<file path="config.mk">
export PLATFORM = sky130hd
export DESIGN_NAME = cfg_addr_encoder
export DESIGN_NICKNAME = d
export VERILOG_FILES = /design/src/rtl/cfgenc_pkg.sv /design/src/rtl/cfgenc_range_chk.sv /design/src/rtl/cfgenc_type0.sv /design/src/rtl/cfgenc_type1.sv /design/src/rtl/cfg_addr_encoder.sv
export SDC_FILE = /design/constraint.sdc
export NUM_CORES = 1
export LEC_CHECK = 0
export CORE_ASPECT_RATIO = 2
export CORE_UTILIZATION = 55
export CTS_CLUSTER_DIAMETER = 100
export DETAILED_ROUTE_END_ITERATION = 10
export DONT_BUFFER_PORTS = 1
export HOLD_SLACK_MARGIN = 0.15
export PLACE_DENSITY = 0.7
export SYNTH_ARGS = -nofsm -noshare
export SYNTH_HDL_FRONTEND = slang
export SYNTH_SLANG_ARGS = --single-unit
</file>
<file path="constraint.sdc">
create_clock -name clk_i -period 1.1 [get_ports clk_i]
set_input_delay 0.11 -clock clk_i [delete_from_list [all_inputs] [get_ports clk_i]]
set_output_delay 0.11 -clock clk_i [all_outputs]
set_load 0.005 [all_outputs]
</file>
<file path="src/rtl/cfgenc_pkg.sv">
package cfgenc_pkg;
  localparam int ADDR_W     = 32;
  localparam int MAP_W      = 16;
  localparam int FIELD_W    = 8;            // bus, devfn and offset are bytes
  localparam int SLOT_W     = 5;
  localparam int FUNC_W     = 3;
  localparam int SLOTS      = 1 << SLOT_W;
  localparam int FUNC_LSB   = 8;
  localparam int SEL_BASE   = 11;           // address bit of slot 0 select
  localparam int WIN_BITS   = 24;           // 16 MB aperture
  localparam int MAP_SHIFT  = 16;           // map bit k translates address bit k+16
  localparam int SEL_SPLIT  = WIN_BITS - 1 - SEL_BASE;
  localparam int ARG_LIMIT  = (1 << FIELD_W) - 1;
  localparam logic [2:0] CFG_CODE = 3'b101;

  typedef enum logic {CYC_T0 = 1'b0, CYC_T1 = 1'b1} cyc_kind_e;
endpackage

</file>
<file path="src/rtl/cfgenc_range_chk.sv">
module cfgenc_range_chk #(
  parameter int ARG_W = 10,
  parameter int LIMIT = cfgenc_pkg::ARG_LIMIT
) (
  input  logic [ARG_W-1:0] bus_i,
  input  logic [ARG_W-1:0] devfn_i,
  input  logic [ARG_W-1:0] offset_i,
  output logic             bad_o
);
  localparam logic [ARG_W-1:0] LIM = ARG_W'(LIMIT);

  logic [2:0] over;
  assign over[0] = bus_i    > LIM;
  assign over[1] = devfn_i  > LIM;
  assign over[2] = offset_i > LIM;
  assign bad_o   = |over;
endmodule

</file>
<file path="src/rtl/cfgenc_type0.sv">
module cfgenc_type0
  import cfgenc_pkg::*;
#(
  parameter int SPLIT  = SEL_SPLIT,
  parameter int BASE   = SEL_BASE,
  parameter int MSHIFT = MAP_SHIFT
) (
  input  logic [SLOT_W-1:0] slot_i,
  input  logic [FUNC_W-1:0] func_i,
  output logic [ADDR_W-1:0] addr_o,
  output logic [MAP_W-1:0]  map_o
);
  logic [SLOTS-1:0]  slot_hot;
  logic [ADDR_W-1:0] addr_part [SLOTS];
  logic [MAP_W-1:0]  map_part  [SLOTS];

  for (genvar s = 0; s < SLOTS; s++) begin : g_slot
    assign slot_hot[s] = (slot_i == SLOT_W'(s));
    if (s <= SPLIT && s + BASE < ADDR_W) begin : g_in_addr
      assign addr_part[s] = slot_hot[s] ? (ADDR_W'(1) << (s + BASE)) : '0;
      assign map_part[s]  = '0;
    end else if (s > SPLIT && s + BASE >= MSHIFT && s + BASE - MSHIFT < MAP_W) begin : g_in_map
      assign addr_part[s] = '0;
      assign map_part[s]  = slot_hot[s] ? (MAP_W'(1) << (s + BASE - MSHIFT)) : '0;
    end else begin : g_lost
      // select line beyond map width: no device can be reached
      assign addr_part[s] = '0;
      assign map_part[s]  = '0;
    end
  end

  always_comb begin
    addr_o = '0;
    map_o  = {{(MAP_W-4){1'b0}}, CFG_CODE, 1'b0};
    for (int s = 0; s < SLOTS; s++) begin
      addr_o = addr_o | addr_part[s];
      map_o  = map_o  | map_part[s];
    end
    addr_o[FUNC_LSB +: FUNC_W] = func_i;
  end
endmodule

</file>
<file path="src/rtl/cfgenc_type1.sv">
module cfgenc_type1
  import cfgenc_pkg::*;
(
  input  logic [FIELD_W-1:0] bus_i,
  input  logic [FIELD_W-1:0] devfn_i,
  output logic [ADDR_W-1:0]  addr_o,
  output logic [MAP_W-1:0]   map_o
);
  assign addr_o = ADDR_W'({bus_i, devfn_i}) << FIELD_W;
  assign map_o  = {{(MAP_W-4){1'b0}}, CFG_CODE, 1'b1};
endmodule

</file>
<file path="src/rtl/cfg_addr_encoder.sv">
module cfg_addr_encoder
  import cfgenc_pkg::*;
#(
  parameter int ARG_W = 10
) (
  input  logic              clk_i,
  input  logic              rst_ni,
  input  logic              req_i,
  input  logic [ARG_W-1:0]  bus_i,
  input  logic [ARG_W-1:0]  devfn_i,
  input  logic [ARG_W-1:0]  offset_i,
  output logic              valid_o,
  output logic              err_o,
  output logic [ADDR_W-1:0] addr_o,
  output logic [MAP_W-1:0]  map_o
);
  logic [FIELD_W-1:0] bus_b, devfn_b, off_b;
  logic               bad;
  cyc_kind_e          kind;
  logic [ADDR_W-1:0]  t0_addr, t1_addr, addr_d;
  logic [MAP_W-1:0]   t0_map, t1_map, map_d;

  assign bus_b   = bus_i[FIELD_W-1:0];
  assign devfn_b = devfn_i[FIELD_W-1:0];
  assign off_b   = offset_i[FIELD_W-1:0];

  cfgenc_range_chk #(.ARG_W(ARG_W)) i_chk (
    .bus_i(bus_i), .devfn_i(devfn_i), .offset_i(offset_i), .bad_o(bad)
  );

  cfgenc_type0 i_t0 (
    .slot_i(devfn_b[FIELD_W-1 -: SLOT_W]), .func_i(devfn_b[FUNC_W-1:0]),
    .addr_o(t0_addr), .map_o(t0_map)
  );

  cfgenc_type1 i_t1 (
    .bus_i(bus_b), .devfn_i(devfn_b), .addr_o(t1_addr), .map_o(t1_map)
  );

  assign kind   = (bus_b == '0) ? CYC_T0 : CYC_T1;
  assign addr_d = ((kind == CYC_T0) ? t0_addr : t1_addr) + ADDR_W'(off_b);
  assign map_d  = (kind == CYC_T0) ? t0_map : t1_map;

  always_ff @(posedge clk_i or negedge rst_ni) begin
    if (!rst_ni) begin
      valid_o <= 1'b0;
      err_o   <= 1'b0;
      addr_o  <= '0;
      map_o   <= '0;
    end else begin
      valid_o <= req_i;
      if (req_i) begin
        err_o  <= bad;
        addr_o <= bad ? '0 : addr_d;
        map_o  <= bad ? '0 : map_d;
      end
    end
  end

  localparam logic [ARG_W-1:0] LIM = ARG_W'(ARG_LIMIT);


  p_valid_after_req_r8: assert property (@(posedge clk_i) disable iff (!rst_ni)
    req_i |=> valid_o);
  p_no_stray_valid_r8: assert property (@(posedge clk_i) disable iff (!rst_ni)
    !req_i |=> !valid_o);

  p_err_zeroes_r7: assert property (@(posedge clk_i) disable iff (!rst_ni)
    err_o |-> (addr_o == '0 && map_o == '0));
  p_err_raised_r7: assert property (@(posedge clk_i) disable iff (!rst_ni)
    (req_i && (bus_i > LIM || devfn_i > LIM || offset_i > LIM)) |=> err_o);

  p_hold_idle_r9: assert property (@(posedge clk_i) disable iff (!rst_ni)
    !req_i |=> ($stable(addr_o) && $stable(map_o) && $stable(err_o)));
  // at most one select line in a Type 0 result
  p_single_sel_r3: assert property (@(posedge clk_i) disable iff (!rst_ni)
    (valid_o && !err_o && !map_o[0]) |-> $onehot0({addr_o[ADDR_W-1:SEL_BASE], map_o[MAP_W-1:4]}));

  p_t1_upper_clear_r6: assert property (@(posedge clk_i) disable iff (!rst_ni)
    (valid_o && !err_o && map_o[0]) |-> (addr_o[ADDR_W-1:WIN_BITS] == '0 && map_o == 16'h000B));

  p_kind_by_bus_r1: assert property (@(posedge clk_i) disable iff (!rst_ni)
    (req_i && bus_i == '0 && devfn_i <= LIM && offset_i <= LIM) |=> (map_o[3:0] == 4'hA));
endmodule

</file>
After elaboration in Yosys (flattened, before gate mapping)
Cells that the tools add are included.

Add/subtract/negate cells: 1. Order comparisons: 3. Equality and inequality tests: 20. Mux-type cells: 25. Bitwise operators: 19. Reductions and logical operators: 3.

Operator list (number): $or 32x32->32 (12); $or 16x16->16 (7); $mux 16 (4); $mux 32 (2); $eq 5x4->1 const B (8); $add 32x8->32 (1); $gt 10x8->1 const B (3); $mux 15 (2); $mux 14 (2); $mux 13 (2); $eq 5x5->1 const B (5); $mux 12 (2); $mux 24 (1); $mux 23 (1); $mux 22 (1); $mux 21 (1); $eq 5x3->1 const B (4); $mux 20 (1); $mux 19 (1); $mux 18 (1); $mux 17 (1); $mux 11 (1); $eq 5x2->1 const B (2); $mux 10 (1); other kinds (5) (5).

Register bits after elaboration: 50. Input port bits: 33. Output and inout bits: 50. Logic and storage cells: 75.

Logic depth before layout (Yosys ltp)
Gate-level depths: netlist of the first run.

Depth in word-level cells: 17. Depth in mapped cells: 6. Depth with buffers taken out: 4.

Cells and area by module
From an unflattened synthesis of the first run, not the netlist that was laid out.

Cells, all modules: 518. Area total of the unflattened synthesis: 4569.4 µm².

By module, submodules not included: cfg_addr_encoder (times used 1, cells each 401, area an instance 3796.1 µm², seq. area each 1251.2 µm²); cfgenc_type0 (times used 1, cells each 64, area an instance 391.6 µm², seq. area each 0.0 µm²); cfgenc_type1 (times used 1, cells each 50, area an instance 367.9 µm², seq. area each 0.0 µm²); cfgenc_range_chk (times used 1, cells each 3, area an instance 13.8 µm², seq. area each 0.0 µm²).

Worst setup path before layout of the first run
Ideal clock, no wire load.

Kind: input to register. Start point: input bus_i[4]. End point: register addr_o[11]. Setup time: 0.140 ns. Arrival: 1.167 ns. Data required time: 0.960 ns. Path slack: -0.207 ns. Stages on the path: 5. Path buffers: 1. Path through: or4_4 nor2_4 buf_6 mux2i_1 o22ai_1.

Longest elaborated chain between the ends: 4. Elaborated cells between the ends (all ways): 6. Those cells by class: add/sub: 1; order compare: 1; mux: 2; reduce/logical: 2.

RTL lines: start: declaration (RTL line cfg_addr_encoder.sv:9) `input logic [ARG_W-1:0] bus_i,`; $logic_not 8->1 (RTL line cfg_addr_encoder.sv:40) `assign kind = (bus_b == '0) ? CYC_T0 : CYC_T1;`; $mux 32 (RTL line cfg_addr_encoder.sv:41) `assign addr_d = ((kind == CYC_T0) ? t0_addr : t1_addr) + ADDR_W'(off_b);`; $add 32x8->32 (RTL line cfg_addr_encoder.sv:41); $mux 32 (*) (RTL line cfg_addr_encoder.sv:54) `addr_o <= bad ? '0 : addr_d;`; end signal: assignment (RTL line cfg_addr_encoder.sv:54); end: declaration (RTL line cfg_addr_encoder.sv:14) `output logic [ADDR_W-1:0] addr_o,`.

Mark *: on every way between the ends. The rest lies on a longest branch, timed or not. A chain may end at the register's enable or synchronous reset.

Worst setup path in the final report of the first run
Start point: input bus_i[2]. End point: register addr_o[16].

The elaborated chain is that of the path after synthesis.

==> results of run 1 <==
[flip-flops by register name (all words and copies together) (netlist names)]
| signal | count |
|---|---|
| valid_o | 1 |
| map_o | 10 |
| err_o | 1 |
| addr_o | 24 |
[routing by layer]
metal  vias to the layer above  track usage (%)
met4                         0            14.19
met2                        62            38.28
met5                         -                0
li1                        624                -
met3                        11            6.813
met1                       628            24.13
[per-stage QoR]
step,TNS (ns),instance area (sq um),setup slack (ns),utilization (%)
final,0,2112,0.01680,70.92
after global routing,-0.05481,2112,-0.01308,70.92
after CTS,0,1951,0.01321,65.50
after detailed placement,-4.767,1734,-0.2822,58.24
after global placement,-3.906,1734,-0.2327,58.24
after floorplan,-2.281,1800,-0.2063,-
[final timing paths]
kind / startpoint / cells after the start / slack, ns / to
setup reg to reg: addr_o[18]$_DFFE_PN0P_ / 2 / 0.16 / addr_o[18]$_DFFE_PN0P_
setup / recovery: bus_i[2] / 5 / 0.02 / addr_o[16]$_DFFE_PN0P_
hold / removal: devfn_i[3] / 1 / -0.1 / addr_o[19]$_DFFE_PN0P_
min in group asynchronous: rst_ni / 2 / 0.29 / addr_o[4]$_DFFE_PN0P_
max in group asynchronous: rst_ni / 2 / 0.62 / map_o[9]$_DFFE_PN0P_
hold reg to reg: err_o$_DFFE_PN0P_ / 2 / 0.53 / err_o$_DFFE_PN0P_
[layout by cell type, fill, tap and decap left out, types with 2 or more instances in the layout]
master and instances:
a21oi_1 4, a221o_1 3, buf_12 2, buf_4 6, buf_6 2, clkbuf_8 7
conb_1 13, dfrtp_1 36, dlygate4sd3_1 20, inv_1 27, mux2i_1 5, nand2_1 14
nand2b_1 2, nand3_1 2, nor2_1 11, nor2b_1 6, nor3_1 2, o21ai_0 12
o21ai_1 3, o22ai_1 14, or4_4 2
[Yosys cell counts (all sizes together)]
cell type and n:
dfrtp 36, inv 27, buf 16, o21ai 15, nand2 14, o22ai 14
nor2 12, clkbuf 6, nor2b 6, mux2i 5, a21oi 4, a221o 3
and3 2, nand2b 2, nand3 2, nor3 2, or4 2, a31oi 1
and2 1, and2b 1, and3b 1, conb 1, nand4 1, nand4b 1
nor3b 1, nor4b 1, o31ai 1, o32ai 1, or3 1
[kinds of logic after synthesis]
family	Yosys count	share of synthesized area, %
compound gates	39	13.73
buf+inv	49	14.81
flops	36	51.50
mux	5	2.861
other cells	1	0.2144
simple gates	50	16.88
[worst max-delay path: cells and delay by family]
family | cells | cell delay, ns
compound gates | 1 | 0.14
simple gates | 3 | 0.91
buf+inv | 1 | 0.14
[layout make-up]
cell class,instances,share of cell area (%)
clock buffer,7,4.562
clock inverter,1,1.422
inverter,27,4.799
multi-input combinational,107,30.21
sequential,36,42.65
tap,30,1.777
timing repair buffer,30,14.57
[what timing repair did]
action                                 CTS  global route
hold buffers                             8            14
gates resized for setup                  0             3
endpoints found under the hold margin   72            36
setup endpoints to repair                0             7
[power breakdown]
part           switching [uW]  leakage, uW  total [uW]  internal, uW
clock                     453    0.0000645        1250           799
combinational             100     0.000358         190          89.5
sequential               7.18     0.000495        1340          1330
total                     560     0.000917        2780          2220
==> run metrics, run 1 <==
Root Driver=clkbuf_8; n_diodes=0; Iter 0 DRT Violations=26; critical path fanouts, max=4; Max Fclk=0.9232 GHz; number of routed nets with antenna violations=0; slowest stage delay, CP=approximately 0.53 ns; via total after detailed routing=1325; cell count after synthesis=180; run status=complete, but fails checks; critical path arrival=approximately 1.3 ns; # setup viols final=0; Worst-Skew Late Latency=0.28 ns; Final HPWL DP=2733 microns; wire length per cell=approximately 17 microns; syn_area_per_cell=9.718 sq um; Area Growth Syn to Fin=20.74%; Hold Slack=-0.09801 ns; CTS tree=built; Tcrit/Tclk final=just under 100%; area of the multi-input gates=638.1 sq um; share of the synthesized area in the top cell type=51.50%; worst vdd ir=1142 uV; WL met3=approximately 280 microns; die area=3423 sq um; post-synth top area cell=dfrtp_1; Seq/Total Area, Yosys=51.50%; wire length on met2=about 2300 microns; fin cells=238; CTS clk-pin slew, worst paths=0.07 ns; CP max-delay cell=or4_4; Routed WL=4084 microns; register area=900.9 sq um; Seq cells post-synth=36; Pwr Total=roughly 2800 uW; H-tree depth=2; Period minus WS final=1.083 ns; IO Count=83; Initial Util=58.74%; Post-Route Skew=0 ns; GRT Resource Usage Total=22.58%; Max Buffers Root-to-Sink=2; Yosys cell types=36; RSZ-0062 raised after global routing=yes; LEAKAGE=0.0009173 uW; PD cells=around 1300 nW/um^2; Die Wd=41.88 microns; top sig layer=met4; maxcap violations=0; DRC viols=0; Filler cells=213; Final GP Congestion=0.8382; crit-path cells=or4_4, nor2_4, buf_6, and3_4, a221o_1; # port buffers=0; crit start category=input pin; Via density=5.567; largest cells by area after synthesis=dfrtp_1 52%, buf_4 6.0%, inv_1 5.8%, o22ai_1 5.0%, o21ai_0 3.7%; Setup Fix Bufs, Post-CTS=0; Max Transition Viols Final=0; TritonCTS Buffers=5; worst path required time=~1.3 ns; core area=2978 sq um; initial antenna violation count=0; Die Height=81.75 microns; worst hold path type=input pin to flop; Final Hold Viols=2; largest net degree at the start of global routing=38; grt ovf=0; yosys synthesis warning count=0; CP Capture Type=flop; vias in the first global route=1241; dpl cells=208; Site Rows=28; drt pass-1 iters=4; synthesized area=1749 sq um; first-pass GRT wire length=between 5000 and 6000 microns; failing checks=hold timing; share of cells above drive strength 1=around an eighth; nets=240; total clock sinks=36; wire length on met1=1387 microns; Setup CP Type=input pin to flop
Power figures use the tool's default switching activity.
==> run 2, diff against run 1 <==
PLACE_DENSITY = 0.73   (was 0.7)
clock period = 0.9 ns   (was 1.1 ns; I/O delays follow)
==> run metrics, run 2 (synthesis results as in run 1) <==
Root Driver=clkbuf_8; most frequent cells in the layout=36 x dfrtp_1, 27 x inv_1, 13 x nand2_1, 13 x o21ai_1, 13 x conb_1; most used routing layer=met2; Max Buffers Root-to-Sink=2 (unchanged); RSZ-0062 raised after global routing=yes; largest net degree at the start of global routing=38 (unchanged); max FFs per register=24 (unchanged); Site Rows=28 (unchanged); Gate power share=3.9% (-2.9 points); Pwr Total=3283 uW (+18%); first-pass GRT wire length=6258 microns (+10%); LEAKAGE=0.0009240 uW (+0.73%); maxcap violations=0 (unchanged); via total after detailed routing=1309 (-1.2%); Design Area, Final=2113 sq um (about the same); run status=complete, but fails checks; TritonCTS Buffers=5 (unchanged); die area=3423 sq um (unchanged); dpl cells=215 (+3.4%); core area=2978 sq um (unchanged); Final Hold Viols=66 (+64); share of cells above drive strength 1=21.00% (+8.0 points); initial antenna violation count=0 (unchanged); number of routed nets with antenna violations=0 (unchanged); Setup CP Type=input pin to flop; TNS Setup=-2.723 ns (-2.723 ns); critical path arrival=1.27 ns (-0.04 ns); H-tree depth=2 (unchanged); Iter 0 DRT Violations=34 (+31%); CP Capture Type=flop; most flop-heavy register=addr_o; Max Transition Viols Final=0 (unchanged); DRC viols=0 (unchanged); Filler cells=222 (+4.2%); commonest non-fill, non-tap cell in the layout=dfrtp_1; critical path fanouts, max=7 (+3); hold buffers post-CTS=6 (-2); Largest regs=addr_o (24), map_o (10); n_diodes=0 (unchanged); Worst-Skew Late Latency=0.28 ns (about the same); wire length per cell=18.01 microns (+5.0%); Setup WS pre-CTS=-0.4716 ns (-0.1894 ns); routing usage on met3=8.352% (+1.5 points); Final GP Congestion=0.9136 (+9.0%); PD cells=1554 nW/um^2 (+18%); failing checks=hold timing, setup timing; dpl cell area=1822 sq um (+5.1%); fin cells=230 (-3.4%); total clock sinks=36 (unchanged); # setup viols final=24 (+24); Die Height=81.75 microns (unchanged); worst hold path type=input pin to async pin; GRT Resource Usage Total=24.43% (+1.9 points); drt pass-1 iters=4 (unchanged); crit start category=input pin; worst path required time=1.10 ns (-0.22 ns); IO Count=83 (unchanged); Sw Pwr=613.0 uW (+9.5%); grt ovf=0 (unchanged); Routed WL=4143 microns (+1.4%); Die Wd=41.88 microns (unchanged); Via density=5.691 (+2.2%); vias in the first global route=1366 (+10%); Post-Route Skew=0 ns (unchanged); Setup WS post-layout=-0.1727 ns (-0.1895 ns); Seq pwr share=49.9% (+1.7 points); Area Growth Syn to Fin=20.82% (about the same); worst vdd ir=1682 uV (+47%); GR Util met2=42.03% (+3.7 points); Switching Fraction=18.67% (-1.5 points); Tcrit/Tclk final=119.2%; routing usage on met1=26.88% (+2.7 points); Power Internal=2670 uW (+20%); Final HPWL DP=2900 microns (+6.1%); Hold Slack=-0.5039 ns (-0.4059 ns); nets=232 (-3.3%); CTS tree=built; CTS clk-pin slew, worst paths=0.07 ns (about the same); Initial Util=58.74% (unchanged); Max Fclk=just over 0.9 GHz; Period minus WS final=1.073 ns; # port buffers=0 (unchanged); Clock Power Share=46.1% (+1.1 points)
==> run 2: stage by stage <==
step	hold WS, ns	util (%)
finish	-0.5039	70.97
global route	-0.5226	70.97
CTS	-0.5122	68.61
detailed placement	-0.2049	61.18
global placement	-0.2050	61.18
floorplan	-0.2056	-
==> run 2: layout make-up <==
cell class              instances  area, sq um  area share [%]
repair buffers                 22        227.7           10.78
clock inverters                 1        30.03           1.421
inverters                      27        101.3           4.796
multi-input cells             107        719.4           34.04
clock buffers                   7        96.34           4.559
flip-flops and latches         36        900.9           42.63
well taps                      30        37.54           1.776
==> run 2: worst max-delay path, cell delays in order <==
cell and delay, ns:
or4_4 0.53, nor2_4 0.17, buf_12 0.15, nand4_4 0.13
o31ai_4 0.20
==> run 2: timing repair <==
item                                   CTS  global route
setup endpoints to repair               24            26
pin swaps                                4             4
cloned                                   0             0
gates resized for setup                  7            12
buffers inserted                         1             0
endpoints found under the hold margin   72            72
==> run 2: power groups by stage <==
stage	clock, uW	combinational, uW	sequential [uW]
after floorplan	0	129	1670
after global placement	0	93.4	1670
after detailed placement	0	96.2	1670
after CTS	1550	121	1640
after global routing	1610	143	1640
final	1510	130	1640
==> run 2: metal layers <==
metal / up-vias / share of wire (%)
li1: 604 / -
met1: 637 / 34
met2: 60 / 56
met3: 8 / 7.1
met4: 0 / 2.1
met5: - / 0
==> run 2: final timing paths <==
check,from,cells after the start,slack (ns),to
setup / recovery,bus_i[4],5,-0.17,addr_o[19]$_DFFE_PN0P_
hold / removal,rst_ni,0,-0.50,addr_o[0]$_DFFE_PN0P_
setup reg to reg,addr_o[19]$_DFFE_PN0P_,3,-0.13,addr_o[19]$_DFFE_PN0P_
hold reg to reg,addr_o[3]$_DFFE_PN0P_,2,0.53,addr_o[3]$_DFFE_PN0P_
max in group asynchronous,rst_ni,0,1.33,map_o[12]$_DFFE_PN0P_
min in group clk_i,req_i,0,-0.16,valid_o$_DFF_PN0_
==> run 3, diff against run 2 <==
clock period = 0.86 ns   (was 0.9 ns; I/O delays follow)
==> run metrics, run 3 (synthesis results as in run 1) <==
run status=complete, but fails checks; failing checks=hold timing, setup timing; Die Wd=41.88 microns (unchanged); GRT Resource Usage Total=25.32% (+0.89 points); Worst-Skew Late Latency=0.28 ns (about the same); max FFs per register=24 (unchanged); worst hold path type=input pin to async pin; H-tree depth=2 (unchanged); Max Buffers Root-to-Sink=2 (unchanged); Pwr Total=3293 uW (+0.31%); most frequent cells in the layout=36 x dfrtp_1, 27 x inv_1, 14 x nand2_1; crit start category=input pin; Area Growth Syn to Fin=22.17%; CTS tree=built; hold buffers post-CTS=6 (unchanged); Site Rows=28 (unchanged); worst vdd ir=1136 uV (-32%); slowest stage delay, CP=0.54 ns (about the same); worst path required time=1.02 ns (-0.08 ns); commonest non-fill, non-tap cell in the layout=dfrtp_1; Post-Route Skew=0 ns (unchanged); Die Height=81.75 microns (unchanged); Root Driver=clkbuf_8; Max Fclk=0.9001 GHz; IO Count=83 (unchanged); first-pass GRT wire length=6465 microns (+3.3%); Initial Util=58.74% (unchanged); drt pass-1 iters=6 (+2); Max Transition Viols Final=0 (unchanged); die area=3423 sq um (unchanged); TritonCTS Buffers=5 (unchanged); CP max-delay cell=or4_4; share of cells above drive strength 1=22.97% (+2.0 points); reg-to-reg startpoint=addr_o[18]$_DFFE_PN0P_; CP Capture Type=flop; Via density=5.837 (+2.6%); critical path arrival=1.27 ns (about the same); Routed WL=4252 microns (+2.6%); CTS clk-pin slew, worst paths=0.07 ns (about the same); # setup viols final=28 (+17%); PD cells=1541 nW/um^2 (-0.81%); largest net degree at the start of global routing=38 (unchanged); dpl cells=223 (+3.7%); vias in the first global route=1454 (+6.4%); critical path fanouts, max=5 (-2); core area=2978 sq um (unchanged); most flop-heavy register=addr_o; DRC viols=0 (unchanged); nets=241 (+3.9%); n_diodes=0 (unchanged); Final HPWL DP=2931 microns (+1.1%); Filler cells=237 (+6.8%); # port buffers=0 (unchanged); grt ovf=0 (unchanged); Setup WS post-layout=-0.2510 ns (-0.07828 ns); Setup CP Type=input pin to flop; Final Hold Viols=67 (+1.5%); wire length per cell=17.79 microns (-1.2%); initial antenna violation count=0 (unchanged); Period minus WS final=1.111 ns; Hold Slack=-0.5112 ns (-0.007251 ns); Largest regs=addr_o (24), map_o (10); maxcap violations=0 (unchanged); fin cells=239 (+3.9%); number of routed nets with antenna violations=0 (unchanged); total clock sinks=36 (unchanged); crit-path cells=or4_4, nor2_4, buf_6, mux2i_1, o22ai_1; via total after detailed routing=1395 (+6.6%); Tcrit/Tclk final=129.2%; LEAKAGE=0.0009446 uW (+2.2%); RSZ-0062 raised after global routing=yes; CP startpoint=bus_i[2]; Final GP Congestion=0.8460 (-7.4%); Iter 0 DRT Violations=64 (+88%)
## run 3: critical path, delay by kind of cell
| family | cells | cell delay [ns] |
|---|---|---|
| AOI/OAI and AO/OA | 1 | 0.10 |
| buffers and inverters | 1 | 0.14 |
| muxes | 1 | 0.22 |
| and+or+nand+nor | 2 | 0.73 |
## run 3: per-stage QoR
| stage | setup TNS, ns | hold WS [ns] | util [%] | setup WS [ns] | instance area, sq um |
|---|---|---|---|---|---|
| 2_1_floorplan | -7.929 | -0.2096 | - | -0.4223 | 1817 |
| 3_3_place_gp | -9.767 | -0.2090 | 62.35 | -0.4801 | 1857 |
| 3_5_place_dp | -10.93 | -0.2089 | 62.35 | -0.5606 | 1857 |
| 4_1_cts | -3.530 | -0.5202 | 70.63 | -0.2231 | 2103 |
| 5_1_grt | -5.415 | -0.5250 | 71.76 | -0.2748 | 2137 |
| 6_report | -4.463 | -0.5112 | 71.76 | -0.2510 | 2137 |
## run 3: path summary, 6_finish.rpt
path / to / slack (ns) / cells after the start
setup / recovery: addr_o[14]$_DFFE_PN0P_ / -0.25 / 5
hold / removal: addr_o[6]$_DFFE_PN0P_ / -0.51 / 0
setup reg to reg: addr_o[18]$_DFFE_PN0P_ / -0.07 / 2
hold reg to reg: addr_o[4]$_DFFE_PN0P_ / 0.53 / 2
max in group asynchronous: map_o[11]$_DFFE_PN0P_ / 1.28 / 0
min in group clk_i: valid_o$_DFF_PN0_ / -0.17 / 0
## run 3: metal layers
layer	global-route usage, %	vias up	part of all wire (%)
met5	0	-	0
met4	14.52	0	2.8
met3	5.275	19	7.4
met2	46.56	81	56
met1	25.90	671	33
li1	-	624	-
## run 3: area by class of cell
cell class	instances	area, sq um	share of cell area (%)
Sequential cell	36	900.9	42.15
Tap cell	30	37.54	1.756
Clock buffer	6	72.57	3.396
Multi-Input combinational cell	107	693.2	32.44
Inverter	27	101.3	4.742
Timing Repair Buffer	31	296.5	13.88
Clock inverter	2	35.03	1.639
## run 3: what timing repair did
item	4_1_cts	5_1_grt
pin swaps	2	1
resized for setup	16	5
buffers inserted	1	1
hold endpoints to repair	72	72
setup endpoints to repair	27	28
## run 3: report_power, final
group          switching, uW  leakage [uW]  internal [uW]
clock network            578     0.0000552            860
logic                   69.2      0.000395           71.8
registers               8.98      0.000495           1710
